`src/rtl/rotor_guard_pkg.sv`:
```
package rotor_guard_pkg;
    typedef enum logic [1:0] {
        GS_DRIVE  = 2'd0,
        GS_LOCKED = 2'd1,
        GS_IDLE   = 2'd2
    } guard_state_e;
endpackage

```
`src/rtl/rg_stall_timer.sv`:
```
module rg_stall_timer #(
    parameter int LOCK_HI   = 4095,
    parameter int LOCK_LO   = 1024,
    parameter int RETRY_DIV = 10
) (
    input  logic clk,
    input  logic rst_n,
    input  logic clear,
    input  logic charge,
    input  logic discharge,
    input  logic fg_edge,
    output logic at_high,
    output logic at_low
);
    localparam int CW = $clog2(LOCK_HI + 1);
    localparam int PW = (RETRY_DIV > 1) ? $clog2(RETRY_DIV) : 1;
    localparam logic [CW-1:0] HI_V  = CW'(LOCK_HI);
    localparam logic [CW-1:0] LO_V  = CW'(LOCK_LO);
    localparam logic [PW-1:0] DIV_V = PW'(RETRY_DIV - 1);

    logic [CW-1:0] cnt;
    logic [PW-1:0] pre;

    always_ff @(posedge clk or negedge rst_n) begin
        if (!rst_n) begin
            cnt <= '0;
            pre <= '0;
        end else if (clear) begin
            cnt <= '0;
            pre <= '0;
        end else if (charge) begin
            pre <= '0;
            if (fg_edge)
                cnt <= '0;
            else if (cnt != HI_V)
                cnt <= cnt + 1'b1;
        end else if (discharge) begin
            if (pre == DIV_V) begin
                pre <= '0;
                if (cnt > LO_V)
                    cnt <= cnt - 1'b1;
            end else begin
                pre <= pre + 1'b1;
            end
        end else begin
            pre <= '0;
        end
    end

    assign at_high = (cnt == HI_V);
    assign at_low  = (cnt <= LO_V);
endmodule

```
`src/rtl/rg_idle_timer.sv`:
```
module rg_idle_timer #(
    parameter int IDLE_HI = 2047
) (
    input  logic clk,
    input  logic rst_n,
    input  logic clear,
    output logic at_limit
);
    localparam int CW = $clog2(IDLE_HI + 1);
    localparam logic [CW-1:0] LIM_V = CW'(IDLE_HI);

    logic [CW-1:0] cnt;

    always_ff @(posedge clk or negedge rst_n) begin
        if (!rst_n)
            cnt <= '0;
        else if (clear)
            cnt <= '0;
        else if (cnt != LIM_V)
            cnt <= cnt + 1'b1;
    end

    assign at_limit = (cnt == LIM_V);
endmodule

```
`src/rtl/rg_fsm.sv`:
```
module rg_fsm
    import rotor_guard_pkg::*;
(
    input  logic         clk,
    input  logic         rst_n,
    input  logic         enable,
    input  logic         fg_edge,
    input  logic         low_duty,
    input  logic         lock_high,
    input  logic         lock_low,
    input  logic         idle_hit,
    output guard_state_e state,
    output logic         restart,
    output logic         rd_low
);
    guard_state_e nxt;
    logic         restart_n;

    always_comb begin
        nxt       = state;
        restart_n = 1'b0;
        if (!enable) begin
            nxt = GS_DRIVE;
        end else begin
            unique case (state)
                GS_DRIVE: begin
                    if (idle_hit)
                        nxt = GS_IDLE;
                    else if (lock_high && !fg_edge)
                        nxt = GS_LOCKED;
                end
                GS_LOCKED: begin
                    if (idle_hit) begin
                        nxt = GS_IDLE;
                    end else if (lock_low) begin
                        nxt       = GS_DRIVE;
                        restart_n = 1'b1;
                    end
                end
                GS_IDLE: begin
                    if (!low_duty) begin
                        nxt       = GS_DRIVE;
                        restart_n = 1'b1;
                    end
                end
                default: nxt = GS_DRIVE;
            endcase
        end
    end

    always_ff @(posedge clk or negedge rst_n) begin
        if (!rst_n)
            state <= GS_DRIVE;
        else
            state <= nxt;
    end

    always_ff @(posedge clk or negedge rst_n) begin
        if (!rst_n) begin
            restart <= 1'b0;
            rd_low  <= 1'b0;
        end else begin
            restart <= restart_n;
            if (!enable)
                rd_low <= 1'b0;
            else if (nxt == GS_IDLE)
                rd_low <= 1'b1;
            else if (nxt == GS_LOCKED)
                rd_low <= 1'b0;
            else if (state == GS_DRIVE && fg_edge)
                rd_low <= 1'b1;
        end
    end
endmodule

```
`src/rtl/rotor_guard.sv`:
```
module rotor_guard
    import rotor_guard_pkg::*;
#(
    parameter int LOCK_HI   = 4095,
    parameter int LOCK_LO   = 1024,
    parameter int RETRY_DIV = 10,
    parameter int IDLE_HI   = 2047
) (
    input  logic clk,
    input  logic rst_n,
    input  logic enable,
    input  logic fg_edge,
    input  logic low_duty,
    output logic lock_protect,
    output logic standby,
    output logic restart,
    output logic rd_pull_low
);
    guard_state_e state;
    logic lock_high, lock_low, idle_hit;

    rg_stall_timer #(
        .LOCK_HI  (LOCK_HI),
        .LOCK_LO  (LOCK_LO),
        .RETRY_DIV(RETRY_DIV)
    ) i_stall (
        .clk      (clk),
        .rst_n    (rst_n),
        .clear    (!enable || state == GS_IDLE),
        .charge   (state == GS_DRIVE),
        .discharge(state == GS_LOCKED),
        .fg_edge  (fg_edge),
        .at_high  (lock_high),
        .at_low   (lock_low)
    );

    rg_idle_timer #(
        .IDLE_HI(IDLE_HI)
    ) i_idle (
        .clk     (clk),
        .rst_n   (rst_n),
        .clear   (!enable || !low_duty),
        .at_limit(idle_hit)
    );

    rg_fsm i_fsm (
        .clk      (clk),
        .rst_n    (rst_n),
        .enable   (enable),
        .fg_edge  (fg_edge),
        .low_duty (low_duty),
        .lock_high(lock_high),
        .lock_low (lock_low),
        .idle_hit (idle_hit),
        .state    (state),
        .restart  (restart),
        .rd_low   (rd_pull_low)
    );

    assign lock_protect = (state == GS_LOCKED);
    assign standby      = (state == GS_IDLE);
endmodule

```
`config.mk`:
```
export PLATFORM = sky130hd
export DESIGN_NAME = rotor_guard
export DESIGN_NICKNAME = d
export VERILOG_FILES = /design/src/rtl/rotor_guard_pkg.sv /design/src/rtl/rg_stall_timer.sv /design/src/rtl/rg_idle_timer.sv /design/src/rtl/rg_fsm.sv /design/src/rtl/rotor_guard.sv
export SDC_FILE = /design/constraint.sdc
export NUM_CORES = 1
export LEC_CHECK = 0
export ABC_CLOCK_PERIOD_IN_PS = 7350
export BUFFER_PORTS_ARGS = -buffer_cell sky130_fd_sc_hd__buf_2
export CORE_MARGIN = 2
export CORE_UTILIZATION = 40
export CTS_CLUSTER_SIZE = 14
export DETAILED_ROUTE_END_ITERATION = 8
export HOLD_SLACK_MARGIN = 0.12
export SLEW_MARGIN = 20
export SYNTH_ARGS = -nofsm -noshare
export SYNTH_HDL_FRONTEND = slang
export SYNTH_HIERARCHICAL = 1
export SYNTH_SLANG_ARGS = --single-unit
```
`constraint.sdc`:
```
create_clock -name clk -period 7.35 [get_ports clk]
set_input_delay 0 -clock clk [delete_from_list [all_inputs] [get_ports clk]]
set_output_delay 0 -clock clk [all_outputs]
set_load 0.02 [all_outputs]
```
Yosys cells after proc, flatten, opt, wreduce, memory -nomap -nowiden
Index checks and enable logic that the tools add are counted.
Widths: inputs -> output; s select.
- flip-flop bits (word level): 31
- $add $sub $neg: 4
- $lt $le $gt $ge: 2
- equality and inequality tests: 11
- mux-type cells: 29
- reductions and logical operators: 13
- operator list (operator ; count):
    $mux 12 ; 7
    $mux 11 ; 2
    $mux 4 ; 4
    $add 12x1->12 const B ; 1
    $eq 12x12->1 const B ; 1
    $gt 12x11->1 const B ; 1
    $le 12x11->1 const B ; 1
    $mux 2 ; 6
    $ne 12x12->1 const B ; 1
    $sub 12x1->12 const B ; 1
    $add 11x1->11 const B ; 1
    $eq 11x11->1 const B ; 1
    $ne 11x11->1 const B ; 1
    $reduce_bool 3->1 ; 3
    $mux 1 ; 8
    $pmux 2 s3 ; 1
    $add 4x1->4 const B ; 1
    $eq 2x1->1 const B ; 2
    $eq 2x2->1 const B ; 2
    $eq 4x4->1 const B ; 1
    $ne 4x1->1 const B ; 1
    $ne 4x3->1 const B ; 1
    $reduce_and 4->1 ; 1
    $logic_not 1->1 ; 3
    5 further kinds ; 7

Logic depth before layout (Yosys ltp)
Gate-level depths: netlist (run 1).
- depth after elaboration: 10
- gate-level depth with buffers: 10

By module
Netlist (run 1), hierarchy kept.
- by module, submodules not included (module ; times used ; cells each ; area each (um^2)):
    rg_stall_timer ; 1 ; 142 ; 1202.4
    rg_idle_timer ; 1 ; 57 ; 628.1
    rg_fsm ; 1 ; 32 ; 312.8
    rotor_guard ; 1 ; 5 ; 35.0

Least setup slack after synthesis (run 1)
No wires, ideal clock.
- path kind: reg-to-reg
- from: reg i_stall.cnt[6]
- to: reg i_fsm.rd_low
- library setup time: 0.124 ns
- arrival: 2.202 ns
- setup slack: 5.023 ns
- cell stages (with the launch flop): 9
- path buffers: 1
- clock period less this slack: 2.327 ns
- path through: dfrtp_1 or4_1 buf_2 o31a_1 nor2_1 a21boi_0 o31a_1 a21boi_1 or2_1
- elaborated cells on any way between the ends: 15
- classes of those cells: order compare: 1; eq/ne: 4; mux: 9; reduce/logical: 1
- RTL lines (element ; RTL line ; RTL):
    start: declaration ; rg_stall_timer.sv:21 ; logic [CW-1:0] cnt;
    start signal: assignment ; rg_stall_timer.sv:36 ; cnt <= cnt + 1'b1;
    start signal: assignment ; rg_stall_timer.sv:41 ; cnt <= cnt - 1'b1;
    $le 12x11->1 (*) ; rg_stall_timer.sv:51 ; assign at_low = (cnt <= LO_V);
    via lock_low ; rotor_guard.sv:20 ; logic lock_high, lock_low, idle_hit;
    $mux 2 (*) ; rg_fsm.sv:35 ; end else if (lock_low) begin
    $mux 2 (*) ; rg_fsm.sv:33 ; if (idle_hit) begin
    $pmux 2 s3 (*) ; rg_fsm.sv:25 ; unique case (state)
    $mux 2 (*) ; rg_fsm.sv:22 ; if (!enable) begin
    via i_fsm.nxt[1] ; rg_fsm.sv:16 ; guard_state_e nxt;
    $eq 2x1->1 ; rg_fsm.sv:68 ; else if (nxt == GS_LOCKED)
    $mux 1 ; rg_fsm.sv:68 ;
    $mux 1 ; rg_fsm.sv:66 ; else if (nxt == GS_IDLE)
    $mux 1 ; rg_fsm.sv:64 ; if (!enable)
    end signal: assignment ; rg_fsm.sv:65 ; rd_low <= 1'b0;
    end signal: assignment ; rg_fsm.sv:67 ; rd_low <= 1'b1;
    end signal: assignment ; rg_fsm.sv:69 ; rd_low <= 1'b0;
    end: declaration ; rg_fsm.sv:14 ; output logic rd_low
Mark *: on every way through the listed nets, which the timed path passes. The rest lies on a longest branch.
A chain may end at the register's enable or synchronous reset.

Worst setup path after layout (run 1)
- from: reg i_stall.cnt[6]
- to: reg i_fsm.restart
- cells in the longest elaborated chain, start to end: 5
- RTL lines (element ; RTL line ; RTL):
    $le 12x11->1 ; rg_stall_timer.sv:51 ;
    via lock_low ; rotor_guard.sv:20 ;
    $mux 1 ; rg_fsm.sv:35 ;
    $mux 1 ; rg_fsm.sv:33 ;
    $pmux 1 s2 ; rg_fsm.sv:25 ;
    $mux 1 ; rg_fsm.sv:22 ;
    via i_fsm.restart_n ; rg_fsm.sv:17 ; logic restart_n;
    end signal: assignment ; rg_fsm.sv:63 ; restart <= restart_n;
    end: declaration ; rg_fsm.sv:13 ; output logic restart,
The timed path passes the listed nets, and every way through them passes these cells.

==> out/results.tsv, run 1 <==
stage	metric	value	unit
final_layout	area of the multi-input gates	0.00127	mm²
floorplanning	die area	0.00605	mm²
timing	crit path time final	2.54	ns
synth	EDFF count, synth	0	
placement	placer congestion estimate	0.908	
timing	RSZ-0062 raised after global routing	no	
synth	mux share of post-synthesis cell area	1.61	%
synth	Post-Synth Adder-Cell Area	5.74	%
synth	net count after synthesis	251	
floorplanning	# IOs	9	
setup_path	crit path kind	reg -> reg	
timing	hold_ws	0.199	ns
placement	Port Buffers	8	
detailed_routing	M1 WL	2.24	mm
detailed_routing	Routed WL	4.83	mm
setup_path	Worst Path Max Fanout	6	
placement	Post-DP HPWL	3.40	mm
clock_network	CTS max path bufs	2	
synth	Synth Area in Compound Gates	24.1	%
synth	number of synthesized register bits	31	
detailed_routing	DR WL met2	2.22	mm
clock_network	CTS Buf Count	5	
clock_network	# Post-CTS Setup Buffers	0	
synth	Seq/Total Area, Yosys	35.6	%
global_routing	first-pass GRT wire length	8.32	mm
clock_network	hold_buf cts	4	
synth	Simple-Gate Fraction of Synth Area	25.4	%
synth	cell with the most instances after synthesis	dfrtp_1	
timing	final hold violations	0	
synth	Synth top cells by count	dfrtp_1 (31), nor2_1 (22), inv_1 (12)	
timing	Worst Skew	0.00873	ns
detailed_routing	drt initial violations	110	
min_path	Hold Crit Class	in -> reg	
power_and_ir_drop	VDD IR-drop max	0.0942	mV
detailed_routing	Antenna Nets Post-Route	0	
synth	largest family of logic cells by synthesized area	simple AND/OR/NAND/NOR gates	
setup_path	Worst setup SP type	register	
final_layout	fin nets	258	
power_and_ir_drop	Leakage	0.00103	µW
synth	share of the synthesized area in the top cell type	35.6	%
synth	top cells by area, synth	dfrtp_1 (36%), ha_1 (5.7%), nor2_1 (3.8%)	
placement	Cell Count Post-Placement	302	
synth	yosys warns	6	
final_layout	total of fill cells in the finished design	473	
setup_path	Critical Path AT	2.76	ns
clock_network	CTS Root Cell	clkbuf_8	
detailed_routing	Avg Vias per Cell	5.85	
detailed_routing	DR top layer	met4	
clock_network	# resized after CTS	0	
clock_network	clock sink count	31	
setup_path	WP data required	7.57	ns
final_layout	Storage cell area	776	µm²
synth	Top FF cell, synth	dfrtp_1	
floorplanning	Starting Density	42.1	%
timing	headroom to the max-slew limit	40.6	%
clock_network	H-tree depth	2	
clock_network	clock latency on the worst-skew pair	0.28	ns
global_routing	initial antenna violation count	0	
final_layout	Area growth syn-to-layout	9.82	%
job	MaxCap Viol Count	0	
floorplanning	Core ar.	0.00517	mm²
timing	Final period util	34.5	%
floorplanning	Std-Cell Rows	26	
synth	mapped cell area	0.00218	mm²
floorplanning	die width	77.8	µm
clock_network	CTS clock-pin slew for the worst setup and hold paths	0.07	ns
synth	gate count after technology mapping	236	
floorplanning	chip height	77.8	µm
detailed_routing	DRC	0	
synth	largest area contributor in the netlist	dfrtp_1	
timing	Slew Limit Fails	0	
detailed_routing	drt first pass iters	4	
clock_network	CTS tree	done	
global_routing	pin count of the biggest net entering global routing	32	
detailed_routing	WL/cell	15.4	µm
final_layout	Cell Count, Final, Fillers Out	314	
synth	Synth Area in XOR/XNOR	1.61	%
timing	Setup TNS	0	ns
final_layout	ant diodes	0	
timing	worst slew pin tran	0.889	ns
detailed_routing	routed wl met3	257	µm
final_layout	final core occ	46.3	%
synth	unique cell type count in the Yosys netlist	56	
global_routing	grt total ovfl	0	
power_and_ir_drop	PwrDens	153	mW/mm²
global_routing	global-route usage over all layers	17.2	%
setup_path	Critical Path End Type	register	
final_layout	layout cell share with drive strength beyond 1	13.9	%
synth	Async S/R FF share, synth	100	%
run_status	status	finished clean	
timing	Max Clk Rate	0.394	GHz
synth	syn avg cell area	9.23	µm²
global_routing	number of global-route vias before repair	1746	
detailed_routing	vias	1838	
timing	Final setup viols	0	
-- kinds of logic after synthesis --
| group | Yosys count |
|---|---|
| fa+ha+maj | 10 |
| compound gates | 68 |
| simple gates | 94 |
| mux | 3 |
| flops | 31 |
| xor+xnor | 4 |
| buf+inv | 26 |
-- flip-flops by register name, indices dropped and copies added, names as in the netlist --
name,cells
i_fsm/restart,1
i_fsm/state,2
i_stall/cnt,12
i_stall/pre,4
i_idle/cnt,11
i_fsm/rd_low,1
-- layout by cell type (no fill, tap or decap), drive strengths merged, types with 3 or more instances in the layout --
master / count
a211oi: 8
a21boi: 3
a21oi: 9
a22oi: 3
a31oi: 6
a41oi: 4
and3: 6
and4: 3
buf: 9
clkbuf: 6
dfrtp: 31
dlygate4sd3: 4
ha: 10
inv: 13
nand2: 11
nand2b: 9
nand3: 8
nor2: 22
nor2b: 4
nor3: 6
nor3b: 5
nor4: 5
o211ai: 3
o21ai: 6
o22ai: 4
o31a: 3
o31ai: 11
or2: 4
or4: 6
-- per-stage QoR --
stage / setup slack (ns) / power, µW / area, µm²
floorplan: 5.02 / 188 / 2180
global placement: 4.88 / 197 / 2230
detailed placement: 4.86 / 197 / 2230
CTS: 4.82 / 376 / 2390
global route: 4.68 / 387 / 2390
finish: 4.81 / 367 / 2390
-- critical path: stages (launching register included) --
cell,delay [ns]
dfrtp_1,0.45
or4_1,0.66
o31a_1,0.38
nor2_1,0.21
a32oi_1,0.14
nor2_1,0.10
dlygate4sd3_1,0.54
-- routing by layer --
layer / vias to the layer above / global-route usage, %
met1: 860 / 23.1
met5: - / 0
met3: 12 / 3.84
met4: 0 / 7.68
met2: 63 / 26.5
li1: 903 / -
-- worst paths after layout --
path,from,endpoint,slack (ns),cells after the start
worst min register to register,i_stall/pre[0]$_DFF_PN0_,i_stall/pre[0]$_DFF_PN0_,0.50,1
min in group asynchronous,rst_n,i_fsm/rd_low$_DFFE_PN0P_,0.30,2
worst min-delay path,fg_edge,i_stall/cnt[9]$_DFFE_PN0P_,0.20,4
max in group asynchronous,rst_n,i_idle/cnt[8]$_DFFE_PN0P_,6.59,2
worst max-delay path,i_stall/cnt[6]$_DFFE_PN0P_,i_fsm/restart$_DFF_PN0_,4.81,6
worst max register to register,i_stall/cnt[6]$_DFFE_PN0P_,i_fsm/restart$_DFF_PN0_,4.81,6
-- layout make-up --
| cell class | count | share of cell area [%] |
|---|---|---|
| Clock buffer | 6 | 3.45 |
| Inverter | 13 | 2.14 |
| Timing Repair Buffer | 13 | 3.66 |
| Clock inverter | 2 | 1.46 |
| Sequential cell | 31 | 32.4 |
| Tap cell | 70 | 3.66 |
| Multi-Input combinational cell | 179 | 53.2 |
-- where the power goes --
group          total (µW)  internal, µW  switching, µW
logic                21.0          6.97           14.0
clock network         172           110           62.5
registers             174           172           1.63
total                 367           289           78.1
(Power assumes the default switching activity.)
==> run 2: changes to the inputs <==
--- a/config.mk
+++ b/config.mk
@@ -5,7 +5,8 @@
 export SDC_FILE = /design/constraint.sdc
 export NUM_CORES = 1
 export LEC_CHECK = 0
-export ABC_CLOCK_PERIOD_IN_PS = 7350
+export ABC_AREA = 1
+export ABC_CLOCK_PERIOD_IN_PS = 2100
 export BUFFER_PORTS_ARGS = -buffer_cell sky130_fd_sc_hd__buf_2
 export CORE_MARGIN = 2
 export CORE_UTILIZATION = 40
==> constraint.sdc (replaced) <==
create_clock -name clk -period 2.1 [get_ports clk]
set_input_delay 0 -clock clk [delete_from_list [all_inputs] [get_ports clk]]
set_output_delay 0 -clock clk [all_outputs]
set_load 0.02 [all_outputs]
==> run 2 against run 1 <==
Clock skew increased by 0.00070 ns. Sequential power increased to 3.5 times the previous value. Total power grew to 3.5 times the previous value. Sequential share of layout area down 2.7 points. Cell count up 42%. Worst setup slack lost 4.6 ns.
==> out/results.tsv, run 2 <==
stage	metric	value	unit	change
timing	Max Clk Rate	0.536	GHz	was 0.394 GHz
detailed_routing	Avg Vias per Cell	4.91		was 5.85
placement	Port Buffers	8		unchanged
final_layout	final core occ	44.9	%	was 46.3%
final_layout	commonest non-fill, non-tap cell in the layout	nand2_1		was dfrtp_1
timing	headroom to the max-slew limit	51.5	%	was 40.6%
detailed_routing	Antenna Nets Post-Route	0		unchanged
final_layout	Design Area, Final	0.00261	mm²	was 0.00239 mm²
timing	Worst Skew	0.00942	ns	was 0.00873 ns
detailed_routing	drt initial violations	147		was 110
global_routing	global-route usage over all layers	19.3	%	was 17.2%
timing	Final period util	88.8	%	was 34.5%
setup_path	Critical Path End Type	register		unchanged
detailed_routing	Routed WL	5.53	mm	was 4.83 mm
setup_path	slowest stage delay, CP	0.61	ns	was 0.66 ns
setup_path	crit path kind	reg -> reg		unchanged
floorplanning	chip height	80.9	µm	was 77.8 µm
placement	placer congestion estimate	0.883		was 0.908
setup_path	reg-to-reg slack, setup	0.24	ns	was 4.81 ns
run_status	status	finished clean		unchanged
synth	share of the synthesized area in the top cell type	32.8	%	was 35.6%
clock_network	clock latency on the worst-skew pair	0.28	ns	about the same
clock_network	CTS clock-pin slew for the worst setup and hold paths	0.08	ns	was 0.07 ns
synth	mapped cell area	0.00237	mm²	was 0.00218 mm²
floorplanning	Std-Cell Rows	28		was 26
synth	net count after synthesis	370		was 251
synth	cell with the most instances after synthesis	nand2_1		was dfrtp_1
synth	Seq/Total Area, Yosys	32.8	%	was 35.6%
synth	unique cell type count in the Yosys netlist	31		was 56
min_path	Hold Crit Class	in -> reg		unchanged
global_routing	initial antenna violation count	0		unchanged
synth	EDFF count, synth	0		unchanged
synth	Synth top cells by count	nand2_1 (107), inv_1 (42), nand3_1 (41), nor2_1 (41), dfrtp_1 (31)		was dfrtp_1 (31), nor2_1 (22), inv_1 (12)
clock_network	clock sink count	31		unchanged
clock_network	CTS max path bufs	2		unchanged
clock_network	CTS tree	done		unchanged
global_routing	grt total ovfl	0		unchanged
power_and_ir_drop	PwrDens	496	mW/mm²	was 153 mW/mm²
final_layout	commonest non-fill, non-tap cells in the layout	nand2_1 (107), inv_1 (42), nor2_1 (41)		was dfrtp_1 (31), nor2_1 (22), inv_1 (12)
global_routing	number of global-route vias before repair	2173		was 1746
timing	final hold violations	0		unchanged
global_routing	pin count of the biggest net entering global routing	32		unchanged
final_layout	most flop-heavy register	i_stall/cnt		unchanged
synth	number of synthesized register bits	31		unchanged
setup_path	WP data required	2.32	ns	was 7.57 ns
placement	placed instance area	0.00246	mm²	was 0.00223 mm²
setup_path	Critical Path AT	2.08	ns	was 2.76 ns
power_and_ir_drop	Leakage	0.00138	µW	was 0.00103 µW
setup_path	CP cell instances	nor2_2 > nand2_1 > nor2_1 > nand2_1 > nand3_1 > a21oi_2 > nand3_1 > nand2_1		was or4_1 > o31a_1 > nor2_1 > a32oi_1 > nor2_1 > dlygate4sd3_1
setup_path	CP dominant cell by count	nand2_1		was nor2_1
synth	Top FF cell, synth	dfrtp_1		unchanged
final_layout	max FFs per register	12		unchanged
power_and_ir_drop	VDD IR-drop max	0.385	mV	was 0.0942 mV
synth	largest area contributor in the netlist	dfrtp_1		unchanged
timing	RSZ-0062 raised after global routing	no		unchanged
timing	Final setup viols	0		unchanged
timing	crit path time final	1.86	ns	was 2.54 ns
placement	Post-DP HPWL	4.22	mm	was 3.40 mm
detailed_routing	WL/cell	12.4	µm	was 15.4 µm
setup_path	Worst Path Max Fanout	12		was 6
synth	Async S/R FF share, synth	100	%	unchanged
setup_path	slowest CP cell	dfrtp_1		was or4_1
detailed_routing	drt first pass iters	5		was 4
global_routing	first-pass GRT wire length	9.81	mm	was 8.32 mm
synth	gate count after technology mapping	355		was 236
clock_network	CTS Buf Count	5		unchanged
timing	Setup TNS	0	ns	unchanged
final_layout	biggest regs	i_stall/cnt x12, i_idle/cnt x11, i_stall/pre x4		unchanged
synth	top cells by area, synth	dfrtp_1 (33%), nand2_1 (17%), nand3_1 (8.7%)		was dfrtp_1 (36%), ha_1 (5.7%), nor2_1 (3.8%)
final_layout	ant diodes	0		unchanged
final_layout	total of fill cells in the finished design	623		was 473
floorplanning	die area	0.00655	mm²	was 0.00605 mm²
floorplanning	Core ar.	0.00582	mm²	was 0.00517 mm²
clock_network	CTS Root Cell	clkbuf_8		unchanged
timing	Slew Limit Fails	0		unchanged
final_layout	fin nets	384		was 258
final_layout	layout cell share with drive strength beyond 1	13.0	%	was 13.9%
floorplanning	die width	80.9	µm	was 77.8 µm
synth	syn avg cell area	6.66	µm²	was 9.23 µm²
clock_network	# Post-CTS Setup Buffers	0		unchanged
final_layout	Area growth syn-to-layout	10.4	%	was 9.82%
synth	yosys warns	6		unchanged
floorplanning	# IOs	9		unchanged
detailed_routing	DRC	0		unchanged
detailed_routing	vias	2185		was 1838
setup_path	Worst setup SP type	register		unchanged
clock_network	H-tree depth	2		unchanged
job	MaxCap Viol Count	0		unchanged
floorplanning	Starting Density	40.7	%	was 42.1%
timing	worst slew pin tran	0.727	ns	was 0.889 ns
## run 2: area by class of cell
| cell class | count | area [µm²] | area share, % |
|---|---|---|---|
| flip-flops and latches | 31 | 776 | 29.7 |
| multi-input cells | 270 | 1360 | 52.1 |
| clock buffers | 5 | 68.8 | 2.63 |
| inverters | 47 | 176 | 6.75 |
| repair buffers | 14 | 92.6 | 3.54 |
| well taps | 75 | 93.8 | 3.59 |
| clock inverters | 3 | 43.8 | 1.68 |
## run 2: report_power, final
part | leakage [µW] | internal, µW | switching [µW]
Clock | 0.0000581 | 353 | 247
Combinational | 0.000896 | 27.9 | 61.6
Sequential | 0.000430 | 602 | 5.72
## run 2: layer usage
metal / wire (µm) / part of all wire (%) / global-route usage [%] / vias to the layer above
met4: 51 / 0.92 / 6.44 / 0
li1: - / - / - / 1151
met2: 2660 / 48 / 33.3 / 34
met5: 0 / 0 / 0 / -
met1: 2660 / 48 / 24.6 / 995
met3: 163 / 2.9 / 2.89 / 5
## run 2: cells by family (layout without fill, tap and decap cells)
logic type | after synthesis | count (layout) | synth area share (%)
compound gates | 36 | 36 | 8.25
xor+xnor | 6 | 6 | 2.22
fa+ha+maj | 10 | 10 | 5.29
buf+inv | 54 | 69 | 9.89
flops | 31 | 31 | 32.8
simple gates | 218 | 218 | 41.6
## run 2: through the flow
stage                     setup slack (ns)  power (µW)  std cells  hold slack [ns]
final                                0.236        1300        445            0.140
after floorplan                      0.474         669        355           -0.296
after global routing                0.0118        1360        445            0.218
after CTS                            0.181        1320        445            0.131
after detailed placement             0.198         704        434            0.113
after global placement               0.232         704        434            0.107
## run 2: worst paths after layout
| check | cells after the start | to | startpoint |
|---|---|---|---|
| worst max-delay path | 8 | i_stall/cnt[11]$_DFFE_PN0P_ | i_stall/cnt[4]$_DFFE_PN0P_ |
| worst min-delay path | 5 | i_fsm/rd_low$_DFFE_PN0P_ | fg_edge |
| worst max register to register | 8 | i_stall/cnt[11]$_DFFE_PN0P_ | i_stall/cnt[4]$_DFFE_PN0P_ |
| worst min register to register | 1 | i_stall/pre[0]$_DFF_PN0_ | i_stall/pre[0]$_DFF_PN0_ |
| max in group asynchronous | 2 | i_stall/cnt[0]$_DFFE_PN0P_ | rst_n |
| min in group asynchronous | 2 | i_idle/cnt[5]$_DFFE_PN0P_ | rst_n |
## run 2: repair_timing
item                                    in CTS  in global routing
endpoints found under the hold margin       33                  0
resized for setup                            0                  1
endpoints found under the setup margin       0                 10
hold buffers                                 3                  0
## run 2: critical path: cells and delay by family (launching register included)
kind | cells | cell delay [ns]
compound gates | 1 | 0.47
simple gates | 7 | 0.74
flops | 1 | 0.61
==> run 3: changes to the inputs <==
--- a/config.mk
+++ b/config.mk
@@ -9,10 +9,11 @@
 export ABC_CLOCK_PERIOD_IN_PS = 2100
 export BUFFER_PORTS_ARGS = -buffer_cell sky130_fd_sc_hd__buf_2
 export CORE_MARGIN = 2
-export CORE_UTILIZATION = 40
+export CORE_UTILIZATION = 50
 export CTS_CLUSTER_SIZE = 14
 export DETAILED_ROUTE_END_ITERATION = 8
 export HOLD_SLACK_MARGIN = 0.12
+export PLACE_DENSITY = 0.69
 export SLEW_MARGIN = 20
 export SYNTH_ARGS = -nofsm -noshare
 export SYNTH_HDL_FRONTEND = slang
==> run 3 against run 2 <==
Via count rose by 0.37%. Cell count fell by 4.7%. Maximum frequency is 1.9% higher. Combinational power increased by 2%. Cell area fell by 1.9%. First-iteration DRC count decreased by 18%. Critical endpoint is now i_stall/cnt[0]$_DFFE_PN0P_. Largest cell class unchanged. Highest routed layer unchanged.
==> out/results.tsv, run 3 (synthesis gave the netlist of run 2 again) <==
stage	metric	value	unit	change
run_status	status	finished clean		unchanged
clock_network	clock latency on the worst-skew pair	0.29	ns	was 0.28 ns
floorplanning	die width	72.8	µm	was 80.9 µm
detailed_routing	Antenna Nets Post-Route	0		unchanged
power_and_ir_drop	Leakage	0.00137	µW	was 0.00138 µW
final_layout	biggest regs	i_stall/cnt x12, i_idle/cnt x11, i_stall/pre x4		unchanged
detailed_routing	drt initial violations	121		was 147
final_layout	ant diodes	0		unchanged
detailed_routing	vias	2193		was 2185
final_layout	most flop-heavy register	i_stall/cnt		unchanged
setup_path	beginning of the critical path	i_fsm/state[0]$_DFF_PN0_		was i_stall/cnt[4]$_DFFE_PN0P_
setup_path	worst r2r src	i_fsm/state[0]$_DFF_PN0_		was i_stall/cnt[4]$_DFFE_PN0P_
setup_path	R2R Path End	i_stall/cnt[0]$_DFFE_PN0P_		was i_stall/cnt[11]$_DFFE_PN0P_
detailed_routing	DR WL met2	2.31	mm	was 2.66 mm
placement	Post-DP HPWL	3.88	mm	was 4.22 mm
floorplanning	Core ar.	0.00463	mm²	was 0.00582 mm²
min_path	hold endpoint	i_fsm/rd_low$_DFFE_PN0P_		unchanged
final_layout	layout cell share with drive strength beyond 1	12.7	%	was 13.0%
min_path	HP Start	fg_edge		unchanged
min_path	Worst Hold Depth	5		unchanged
clock_network	CTS Root Cell	clkbuf_8		unchanged
timing	hold_ws	0.147	ns	was 0.140 ns
setup_path	Worst Path Max Fanout	12		unchanged
final_layout	total of fill cells in the finished design	471		was 623
floorplanning	chip height	72.8	µm	was 80.9 µm
global_routing	first-pass GRT wire length	8.93	mm	was 9.81 mm
placement	placer congestion estimate	0.929		was 0.883
global_routing	number of global-route vias before repair	1968		was 2173
power_and_ir_drop	Overall Power	1180	µW	was 1300 µW
global_routing	initial antenna violation count	0		unchanged
detailed_routing	Routed WL	5.23	mm	was 5.53 mm
clock_network	H-tree depth	2		unchanged
setup_path	Reg2Reg Depth	10		was 8
timing	Setup TNS	0	ns	unchanged
setup_path	Critical Path AT	2.04	ns	was 2.08 ns
floorplanning	Std-Cell Rows	25		was 28
timing	RSZ-0062 raised after global routing	no		unchanged
final_layout	commonest non-fill, non-tap cell in the layout	nand2_1		unchanged
setup_path	Critical Path End Type	register		unchanged
setup_path	Worst setup SP type	register		unchanged
global_routing	pin count of the biggest net entering global routing	32		unchanged
min_path	Hold Crit Class	in -> reg		unchanged
power_and_ir_drop	VDD IR-drop max	0.384	mV	was 0.385 mV
global_routing	global-route usage over all layers	21.7	%	was 19.3%
timing	Final period util	87.1	%	was 88.8%
clock_network	CTS clock-pin slew for the worst setup and hold paths	0.06	ns	was 0.08 ns
global_routing	grt total ovfl	0		unchanged
detailed_routing	WL/cell	12.3	µm	was 12.4 µm
job	MaxCap Viol Count	0		unchanged
power_and_ir_drop	PwrDens	461	mW/mm²	was 496 mW/mm²
timing	Max Clk Rate	0.547	GHz	was 0.536 GHz
floorplanning	die area	0.00530	mm²	was 0.00655 mm²
timing	worst slew pin tran	0.705	ns	was 0.727 ns
clock_network	clock sink count	31		unchanged
detailed_routing	DRC	0		unchanged
detailed_routing	routed wl met3	286	µm	was 163 µm
floorplanning	Starting Density	51.1	%	was 40.7%
setup_path	WP data required	2.31	ns	was 2.32 ns
timing	headroom to the max-slew limit	53.0	%	was 51.5%
final_layout	max FFs per register	12		unchanged
detailed_routing	drt first pass iters	6		was 5
timing	Worst Skew	0.00522	ns	was 0.00942 ns
setup_path	reg-to-reg slack, setup	0.27	ns	was 0.24 ns
timing	final hold violations	0		unchanged
final_layout	commonest non-fill, non-tap cells in the layout	nand2_1 (107), inv_1 (42), nor2_1 (41), nand3_1 (41), dfrtp_1 (31)		was nand2_1 (107), inv_1 (42), nor2_1 (41)
floorplanning	# IOs	9		unchanged
detailed_routing	DR top layer	met4		unchanged
setup_path	crit path kind	reg -> reg		unchanged
timing	Final setup viols	0		unchanged
final_layout	area of the multi-input gates	0.00136	mm²	about the same
clock_network	CTS tree	done		unchanged
final_layout	Area growth syn-to-layout	8.36	%	was 10.4%
final_layout	fin nets	385		was 384
detailed_routing	M1 WL	2.58	mm	was 2.66 mm
clock_network	CTS max path bufs	2		unchanged
timing	Slew Limit Fails	0		unchanged
placement	Port Buffers	8		unchanged
final_layout	Storage cell area	776	µm²	unchanged
final_layout	final core occ	55.4	%	was 44.9%
detailed_routing	Avg Vias per Cell	5.17		was 4.91
timing	crit path time final	1.83	ns	was 1.86 ns
clock_network	CTS Buf Count	5		unchanged
clock_network	# Post-CTS Setup Buffers	0		unchanged
==> run 3: cell types whose count changed in the layout (fill, tap and decap cells not counted) <==
cell,before,now
buf_4,3,4
clkbuf_8,5,6
bufinv_16,1,0
clkinv_4,1,0
nand3_1,40,41
nand3_2,2,1
==> run 3: stage by stage <==
stage	setup WS (ns)	cells	cell area (µm²)
2_1_floorplan	0.474	355	2370
3_3_place_gp	0.310	414	2450
3_5_place_dp	0.297	414	2450
4_1_cts	0.279	424	2560
5_1_grt	0.114	424	2560
6_report	0.271	424	2560
==> run 3: layout make-up <==
| cell class | instances | share of cell area, % |
|---|---|---|
| tap | 54 | 2.64 |
| timing repair buffer | 15 | 3.90 |
| multi-input combinational | 270 | 52.9 |
| clock buffer | 6 | 3.22 |
| sequential | 31 | 30.3 |
| clock inverter | 1 | 0.195 |
| inverter | 47 | 6.88 |
==> run 3: power breakdown <==
part	leakage [µW]	internal [µW]	total [µW]	switching, µW
clock network	0.0000470	257	484	227
logic	0.000896	28.7	90.8	62.1
registers	0.000430	602	607	5.19
total	0.00137	888	1180	294
==> run 3: metal layers <==
| layer | up-vias | track usage, % |
|---|---|---|
| met5 | - | 0 |
| met4 | 0 | 5.35 |
| met3 | 5 | 4.56 |
| met2 | 45 | 33.9 |
| met1 | 999 | 30.7 |
| li1 | 1144 | - |
==> run 3: worst max-delay path by stage <==
stage                            endpoint  depth (start not counted)
2_1_floorplan  i_stall/cnt[0]$_DFFE_PN0P_                         10
3_3_place_gp   i_stall/cnt[0]$_DFFE_PN0P_                         10
3_5_place_dp   i_stall/cnt[8]$_DFFE_PN0P_                          9
4_1_cts        i_stall/cnt[0]$_DFFE_PN0P_                         10
5_1_grt        i_stall/cnt[0]$_DFFE_PN0P_                         10
6_report       i_stall/cnt[0]$_DFFE_PN0P_                         10
==> run 3: worst max-delay path, stage by stage (launching register included) <==
cell,delay (ns)
dfrtp_1,0.47
inv_1,0.10
nand2_2,0.07
nand2_1,0.10
inv_1,0.09
nand3_1,0.20
nor3_4,0.27
inv_2,0.05
nand2_2,0.23
nand2_1,0.10
o21ai_2,0.06
==> run 3: repair_timing <==
action | CTS | global route
gates resized for setup | 0 | 0
endpoints found under the hold margin | 36 | 0
hold buffers | 3 | 0
